$ cat config.mk
export PLATFORM = sky130hd
export DESIGN_NAME = head_stepper_port
export DESIGN_NICKNAME = d
export VERILOG_FILES = /design/src/rtl/hsp_pkg.sv /design/src/rtl/hsp_step_decode.sv /design/src/rtl/hsp_port_regs.sv /design/src/rtl/hsp_pulse_gen.sv /design/src/rtl/hsp_readback.sv /design/src/rtl/head_stepper_port.sv
export SDC_FILE = /design/constraint.sdc
export NUM_CORES = 1
export LEC_CHECK = 0
export BUFFER_PORTS_ARGS = -buffer_cell sky130_fd_sc_hd__clkbuf_2
export CELL_PAD_IN_SITES_DETAIL_PLACEMENT = 1
export CELL_PAD_IN_SITES_GLOBAL_PLACEMENT = 2
export CORE_ASPECT_RATIO = 1.75
export CORE_MARGIN = 4
export CORE_UTILIZATION = 31
export CTS_CLUSTER_SIZE = 28
export DETAILED_ROUTE_END_ITERATION = 16
export PLACE_DENSITY = 0.9
export SLEW_MARGIN = 20
export SYNTH_ARGS = -nofsm -noshare
export SYNTH_HDL_FRONTEND = slang
export SYNTH_SLANG_ARGS = --single-unit
$ cat constraint.sdc
create_clock -name clk -period 2.4 [get_ports clk]
set_clock_uncertainty 0.05 [all_clocks]
set_input_delay 0.36 -clock clk [delete_from_list [all_inputs] [get_ports clk]]
set_output_delay 0.36 -clock clk [all_outputs]
set_load 0.05 [all_outputs]
$ cat src/rtl/hsp_pkg.sv
package hsp_pkg;

  // Step decision for one port write.
  typedef enum logic [1:0] {
    STEP_NONE = 2'd0,
    STEP_IN   = 2'd1,
    STEP_OUT  = 2'd2
  } step_e;

  // Registered events sent to the pins.
  typedef struct packed {
    logic step_in;
    logic step_out;
    logic led_strobe;
  } pulse_t;

endpackage

$ cat src/rtl/hsp_step_decode.sv
module hsp_step_decode #(
  parameter int PHASE_W = 2
) (
  input  logic [PHASE_W-1:0] old_phase,
  input  logic [PHASE_W-1:0] new_phase,
  output hsp_pkg::step_e     step_kind,
  output logic               phase_changed
);
  import hsp_pkg::*;

  // Phase one position ahead of p (wraps at 2^PHASE_W).
  function automatic logic [PHASE_W-1:0] ph_ahead(input logic [PHASE_W-1:0] p);
    logic [PHASE_W-1:0] r;
    r = p + 1'b1;
    return r;
  endfunction

  // Phase one position behind p (wraps at 2^PHASE_W).
  function automatic logic [PHASE_W-1:0] ph_behind(input logic [PHASE_W-1:0] p);
    logic [PHASE_W-1:0] r;
    r = p - 1'b1;
    return r;
  endfunction

  function automatic step_e classify(input logic [PHASE_W-1:0] o,
                                     input logic [PHASE_W-1:0] n);
    step_e r;
    if (o == n)                 r = STEP_NONE;
    else if (o == ph_ahead(n))  r = STEP_OUT;
    else if (o == ph_behind(n)) r = STEP_IN;
    else                        r = STEP_NONE;
    return r;
  endfunction

  assign phase_changed = (old_phase != new_phase);
  assign step_kind     = classify(old_phase, new_phase);

endmodule

$ cat src/rtl/hsp_port_regs.sv
module hsp_port_regs #(
  parameter int DATA_W    = 8,
  parameter int ZERO_POS  = 4
) (
  input  logic              clk,
  input  logic              rst_n,
  input  logic              wr_port,
  input  logic              wr_dir,
  input  logic [DATA_W-1:0] wdata,
  output logic [DATA_W-1:0] port_q,
  output logic [DATA_W-1:0] dir_q
);

  localparam logic [DATA_W-1:0] KEEP_MASK = ~(DATA_W'(1) << ZERO_POS);

  function automatic logic [DATA_W-1:0] store_form(input logic [DATA_W-1:0] d);
    return d & KEEP_MASK;
  endfunction

  always_ff @(posedge clk or negedge rst_n) begin
    if (!rst_n) begin
      port_q <= '0;
      dir_q  <= '0;
    end else begin
      if (wr_port) port_q <= store_form(wdata);
      if (wr_dir)  dir_q  <= wdata;
    end
  end

  AST_PORT_HOLD: assert property (@(posedge clk) disable iff (!rst_n)
    !$past(wr_port) |-> $stable(port_q)) else $error("port changed without write");

  AST_DIR_HOLD: assert property (@(posedge clk) disable iff (!rst_n)
    !$past(wr_dir) |-> $stable(dir_q)) else $error("dir changed without write");

endmodule

$ cat src/rtl/hsp_pulse_gen.sv
module hsp_pulse_gen (
  input  logic             clk,
  input  logic             rst_n,
  input  logic             wr_port,
  input  hsp_pkg::step_e   step_kind,
  input  logic             led_old,
  input  logic             led_new,
  output hsp_pkg::pulse_t  pulses,
  output logic             led_level
);
  import hsp_pkg::*;

  pulse_t pulse_d;

  always_comb begin
    pulse_d            = '0;
    pulse_d.step_in    = wr_port && (step_kind == STEP_IN);
    pulse_d.step_out   = wr_port && (step_kind == STEP_OUT);
    pulse_d.led_strobe = wr_port && (led_old != led_new);
  end

  always_ff @(posedge clk or negedge rst_n) begin
    if (!rst_n) begin
      pulses    <= '0;
      led_level <= 1'b0;
    end else begin
      pulses <= pulse_d;
      if (pulse_d.led_strobe) led_level <= led_new;
    end
  end

  AST_STEP_EXCL: assert property (@(posedge clk) disable iff (!rst_n)
    !(pulses.step_in && pulses.step_out)) else $error("both step pulses");

  AST_LED_TOGGLE: assert property (@(posedge clk) disable iff (!rst_n)
    pulses.led_strobe |-> (led_level != $past(led_level))) else $error("strobe without change");

  AST_LED_QUIET: assert property (@(posedge clk) disable iff (!rst_n)
    !pulses.led_strobe |-> $stable(led_level)) else $error("led moved silently");

endmodule

$ cat src/rtl/hsp_readback.sv
module hsp_readback #(
  parameter int DATA_W   = 8,
  parameter int IDX_W    = 4,
  parameter int SYNC_POS = 7,
  parameter int WP_POS   = 4,
  parameter logic [IDX_W-1:0] IDX_PORT = 0,
  parameter logic [IDX_W-1:0] IDX_DIR  = 2,
  parameter logic [IDX_W-1:0] IDX_RD_A = 1,
  parameter logic [IDX_W-1:0] IDX_RD_B = 15
) (
  input  logic [IDX_W-1:0]  idx,
  input  logic [DATA_W-1:0] port_q,
  input  logic [DATA_W-1:0] dir_q,
  input  logic              sync_det,
  input  logic              wr_protect,
  input  logic [DATA_W-1:0] rd_byte,
  output logic [DATA_W-1:0] rdata
);

  localparam logic [DATA_W-1:0] SYNC_BIT = DATA_W'(1) << SYNC_POS;
  localparam logic [DATA_W-1:0] WP_BIT   = DATA_W'(1) << WP_POS;

  // Port view: sync clears the top flag, absence sets it; write-protect ORed in.
  function automatic logic [DATA_W-1:0] port_view(input logic [DATA_W-1:0] p,
                                                  input logic s,
                                                  input logic w);
    logic [DATA_W-1:0] v;
    v = s ? (p & ~SYNC_BIT) : (p | SYNC_BIT);
    if (w) v = v | WP_BIT;
    return v;
  endfunction

  always_comb begin
    if (idx == IDX_PORT)                          rdata = port_view(port_q, sync_det, wr_protect);
    else if ((idx == IDX_RD_A) || (idx == IDX_RD_B)) rdata = rd_byte;
    else if (idx == IDX_DIR)                      rdata = dir_q;
    else                                          rdata = '0;
  end

endmodule

$ cat src/rtl/head_stepper_port.sv
module head_stepper_port #(
  parameter int DATA_W   = 8,
  parameter int IDX_W    = 4,
  parameter int PHASE_W  = 2,
  parameter int LED_POS  = 3,
  parameter int WP_POS   = 4,
  parameter int SYNC_POS = 7,
  parameter logic [IDX_W-1:0] IDX_PORT = 0,
  parameter logic [IDX_W-1:0] IDX_DIR  = 2,
  parameter logic [IDX_W-1:0] IDX_RD_A = 1,
  parameter logic [IDX_W-1:0] IDX_RD_B = 15
) (
  input  logic              clk,
  input  logic              rst_n,
  input  logic              bus_wr,
  input  logic [IDX_W-1:0]  bus_idx,
  input  logic [DATA_W-1:0] bus_wdata,
  output logic [DATA_W-1:0] bus_rdata,
  input  logic              sync_det,
  input  logic              wr_protect,
  input  logic [DATA_W-1:0] rd_byte,
  output logic              step_in,
  output logic              step_out,
  output logic              led_strobe,
  output logic              led_level
);
  import hsp_pkg::*;

  localparam int HALF_TURN = 1 << (PHASE_W - 1);

  // Named internal events, visible to the assertions.
  logic              wr_port;
  logic              wr_dir;
  logic [DATA_W-1:0] port_q;
  logic [DATA_W-1:0] dir_q;
  logic [PHASE_W-1:0] phase_now;
  logic [PHASE_W-1:0] phase_new;
  step_e             step_kind;
  logic              phase_changed;
  pulse_t            pulses;
  logic [PHASE_W-1:0] phase_delta;

  assign wr_port   = bus_wr && (bus_idx == IDX_PORT);
  assign wr_dir    = bus_wr && (bus_idx == IDX_DIR);
  assign phase_now = port_q[PHASE_W-1:0];
  assign phase_new = bus_wdata[PHASE_W-1:0];
  assign phase_delta = phase_new - phase_now;

  hsp_port_regs #(
    .DATA_W   (DATA_W),
    .ZERO_POS (WP_POS)
  ) u_regs (
    .clk     (clk),
    .rst_n   (rst_n),
    .wr_port (wr_port),
    .wr_dir  (wr_dir),
    .wdata   (bus_wdata),
    .port_q  (port_q),
    .dir_q   (dir_q)
  );

  hsp_step_decode #(
    .PHASE_W (PHASE_W)
  ) u_decode (
    .old_phase     (phase_now),
    .new_phase     (phase_new),
    .step_kind     (step_kind),
    .phase_changed (phase_changed)
  );

  hsp_pulse_gen u_pulse (
    .clk       (clk),
    .rst_n     (rst_n),
    .wr_port   (wr_port),
    .step_kind (step_kind),
    .led_old   (port_q[LED_POS]),
    .led_new   (bus_wdata[LED_POS]),
    .pulses    (pulses),
    .led_level (led_level)
  );

  hsp_readback #(
    .DATA_W   (DATA_W),
    .IDX_W    (IDX_W),
    .SYNC_POS (SYNC_POS),
    .WP_POS   (WP_POS),
    .IDX_PORT (IDX_PORT),
    .IDX_DIR  (IDX_DIR),
    .IDX_RD_A (IDX_RD_A),
    .IDX_RD_B (IDX_RD_B)
  ) u_read (
    .idx        (bus_idx),
    .port_q     (port_q),
    .dir_q      (dir_q),
    .sync_det   (sync_det),
    .wr_protect (wr_protect),
    .rd_byte    (rd_byte),
    .rdata      (bus_rdata)
  );

  assign step_in    = pulses.step_in;
  assign step_out   = pulses.step_out;
  assign led_strobe = pulses.led_strobe;

  AST_PULSE_CAUSE: assert property (@(posedge clk) disable iff (!rst_n)
    (step_in || step_out) |-> $past(wr_port && phase_changed)) else $error("step without phase write");

  AST_HALF_NO_STEP: assert property (@(posedge clk) disable iff (!rst_n)
    (wr_port && (int'(phase_delta) == HALF_TURN)) |=> (!step_in && !step_out)) else $error("step on half turn");

  AST_STROBE_CAUSE: assert property (@(posedge clk) disable iff (!rst_n)
    led_strobe |-> $past(wr_port)) else $error("strobe without port write");

  AST_WP_VISIBLE: assert property (@(posedge clk) disable iff (!rst_n)
    (bus_idx == IDX_PORT) |-> (bus_rdata[WP_POS] == wr_protect)) else $error("wp not visible");

  AST_RD_PASS: assert property (@(posedge clk) disable iff (!rst_n)
    ((bus_idx == IDX_RD_A) || (bus_idx == IDX_RD_B)) |-> (bus_rdata == rd_byte)) else $error("read data not passed");

endmodule

==> impl_metrics.json <==
{
  "outcome": "finished, final reports clean",
  "wl_met2_um": 1370,
  "routabilityCongestion": 0.722,
  "worstMarginPinSlew_ns": 0.483,
  "cts.path.max_buffers": 2,
  "path_max_fanout": 15,
  "drive_gt1_frac": 0.473,
  "setup_tns_ns": 0,
  "cp_cell_sequence": "clkbuf_2, or4_1, a31oi_1, clkbuf_2",
  "post-place-ws_ns": 0.116,
  "dp_hpwl_um": 2020,
  "crit_path_frequent_cell": "clkbuf_2",
  "via_per_inst": 4.87,
  "finish.cell_count_without_fillers": 173,
  "ys_types": 26,
  "clk_pin_slew_ns": 0.06,
  "hold_viol_final": 0,
  "cts_tree": "yes",
  "hold_path.class": "primary input to flip-flop",
  "slew_viol_final": 0,
  "ant_nets": 0,
  "syn-num-nets": 116,
  "die-area_mm2": 0.00416,
  "drtIter0Drc": 13,
  "cpPeakStageDelay_ns": 0.79,
  "maxCapViolations": 0,
  "post-route-period-util": 0.941,
  "crit_path_end_kind": "output pin",
  "cp_slowest_cell": "or4_1",
  "multiInputGateArea_um2": 492,
  "num_io_pins": 37,
  "cts_made_buffers": 3,
  "core_area_mm2": 0.00299,
  "arrival_ns": 1.85,
  "clk_latency_ns": 0.25,
  "cts_resized": 0,
  "synthCells": 91,
  "max_clock_freq_ghz": 0.443,
  "critPathTopFamily": "simple AND/OR/NAND/NOR gates",
  "dieHeight_um": 82.4,
  "crit_buf_inv": 2,
  "portBuffers": 36,
  "gr-total-overflow": 0,
  "min_period_ns": 2.26,
  "r2r_end": "u_pulse.pulses[2]",
  "placed_cells": 168,
  "wire_per_inst_um": 14.1,
  "yosysSeqAreaShare": 0.459,
  "top_layer": "met4",
  "r2r_cells": 3,
  "areaGrowthSynthToFinish_pct": 29.5,
  "worstReg2RegStart": "u_regs.port_q[1]",
  "crit_start": "bus_idx[1]",
  "antenna_found_initial": 0,
  "nets": 157,
  "root_buffer": "clkbuf_8",
  "pwr_density_cell_mw_per_mm2": 656,
  "path_class": "primary input to output pin",
  "setup_viol": 0,
  "drc": 0,
  "antenna_cells": 0,
  "num_vias": 843,
  "first_global_vias": 862,
  "fillers": 382,
  "grt_max_degree": 19,
  "synth_area_um2": 981,
  "ys_seq_elements": 18,
  "slew-limit-headroom": 0.678,
  "syn-mean-instance-area_um2": 10.8,
  "required_ns": 1.99,
  "setup_ws_ns": 0.141,
  "register_area_um2": 450,
  "postCtsHoldBufs": 1,
  "wl_met1_um": 931,
  "grt_use_total": 0.130,
  "ir_drop_mv": 0.323,
  "htree_levels": 1,
  "post-cts-setup-buffer-count": 0,
  "leakage_nw": 0.605,
  "die_w_um": 50.5,
  "finalPower_mw": 0.833,
  "cts_sinks": 18,
  "cp.depth": 4,
  "route.met3.wl_um": 103,
  "grt_setup_unrepaired": "false",
  "ys_warn_count": 0,
  "routed_wl_um": 2430,
  "r2r_setup_slack_ns": 1.22,
  "fin_hold_ws_ns": 0.296,
  "post_dp_cell_area_mm2": 0.00120,
  "final_area_mm2": 0.00127,
  "fin_util": 0.424,
  "worst_setup_path_start_kind": "primary input",
  "firstDrtPassIters": 4,
  "grt_pass1_wl_um": 4110,
  "cp-endpoint": "bus_rdata[6]",
  "num_rows": 26,
  "initial_core_util": 0.328
}
## report_power, final
part	total (mW)	internal, mW	leakage, nW	switching (mW)
logic	0.197	0.0901	0.349	0.107
registers	0.398	0.361	0.227	0.0372
clock network	0.238	0.146	0.0288	0.0926
total	0.833	0.597	0.605	0.237
## cell families after synthesis
kind of cell | count (synthesis) | synth area share
buffers and inverters | 6 | 0.0395
AOI/OAI and AO/OA | 20 | 0.148
and+or+nand+nor | 30 | 0.165
DFF | 18 | 0.459
muxes | 15 | 0.171
xor gates and xnor gates | 2 | 0.0179
## routing by layer
layer / GRT usage / up-vias
met1: 0.150 / 400
met4: 0.0647 / 0
met2: 0.237 / 27
met3: 0.0144 / 3
li1: - / 413
met5: 0 / -
## synth_stat cells, drive strengths merged
library cell / number / area, µm²
nor3: 1 / 5.00
or4: 1 / 7.51
mux2i: 1 / 10.0
and3: 2 / 12.5
xnor2: 1 / 8.76
clkbuf: 2 / 8.75
a41o: 1 / 10.0
nand3: 1 / 10.0
a31oi: 8 / 56.3
buf: 2 / 22.5
nor2b: 2 / 12.5
inv: 2 / 7.51
xor2: 1 / 8.76
nand2: 9 / 33.8
dfrtp: 18 / 450
o211ai: 8 / 60.1
mux2: 14 / 158
a21oi: 2 / 10.0
nor2: 11 / 43.8
nand4b: 1 / 15.0
nor4b: 1 / 15.0
nand2b: 1 / 6.26
a41oi: 1 / 8.76
## sequential cells by signal, indices dropped and copies added, names as in the netlist
name,cells
u_pulse.pulses,3
u_regs.port_q,6
u_regs.dir_q,8
u_pulse.led_level,1
## layout by cell type (no fill, tap or decap), drive strengths merged, types with 2 or more instances in the layout
master,count
a31oi,8
dfrtp,18
o211ai,8
nand2,9
buf,3
and3,2
a21oi,2
mux2,14
inv,2
clkbuf,40
nor2,11
nor2b,2
## worst min-delay path by stage
stage	depth (start not counted)	slack, ns	from	to
floorplan	0	0.01	rst_n	u_pulse.led_level
global placement	1	0.27	rst_n	u_pulse.pulses[0]
detailed placement	1	0.26	rst_n	u_pulse.pulses[2]
CTS	2	0.29	bus_wdata[4]	u_regs.dir_q[4]
global route	2	0.30	bus_wdata[4]	u_regs.dir_q[4]
finish	2	0.30	bus_wdata[4]	u_regs.dir_q[4]
## layout make-up
cell class                      count  area share
Multi-Input combinational cell     67       0.387
Sequential cell                    18       0.355
Tap cell                           42      0.0414
Timing Repair Buffer               40       0.167
Inverter                            2     0.00591
Clock buffer                        4      0.0433
(Power assumes the default switching activity.)
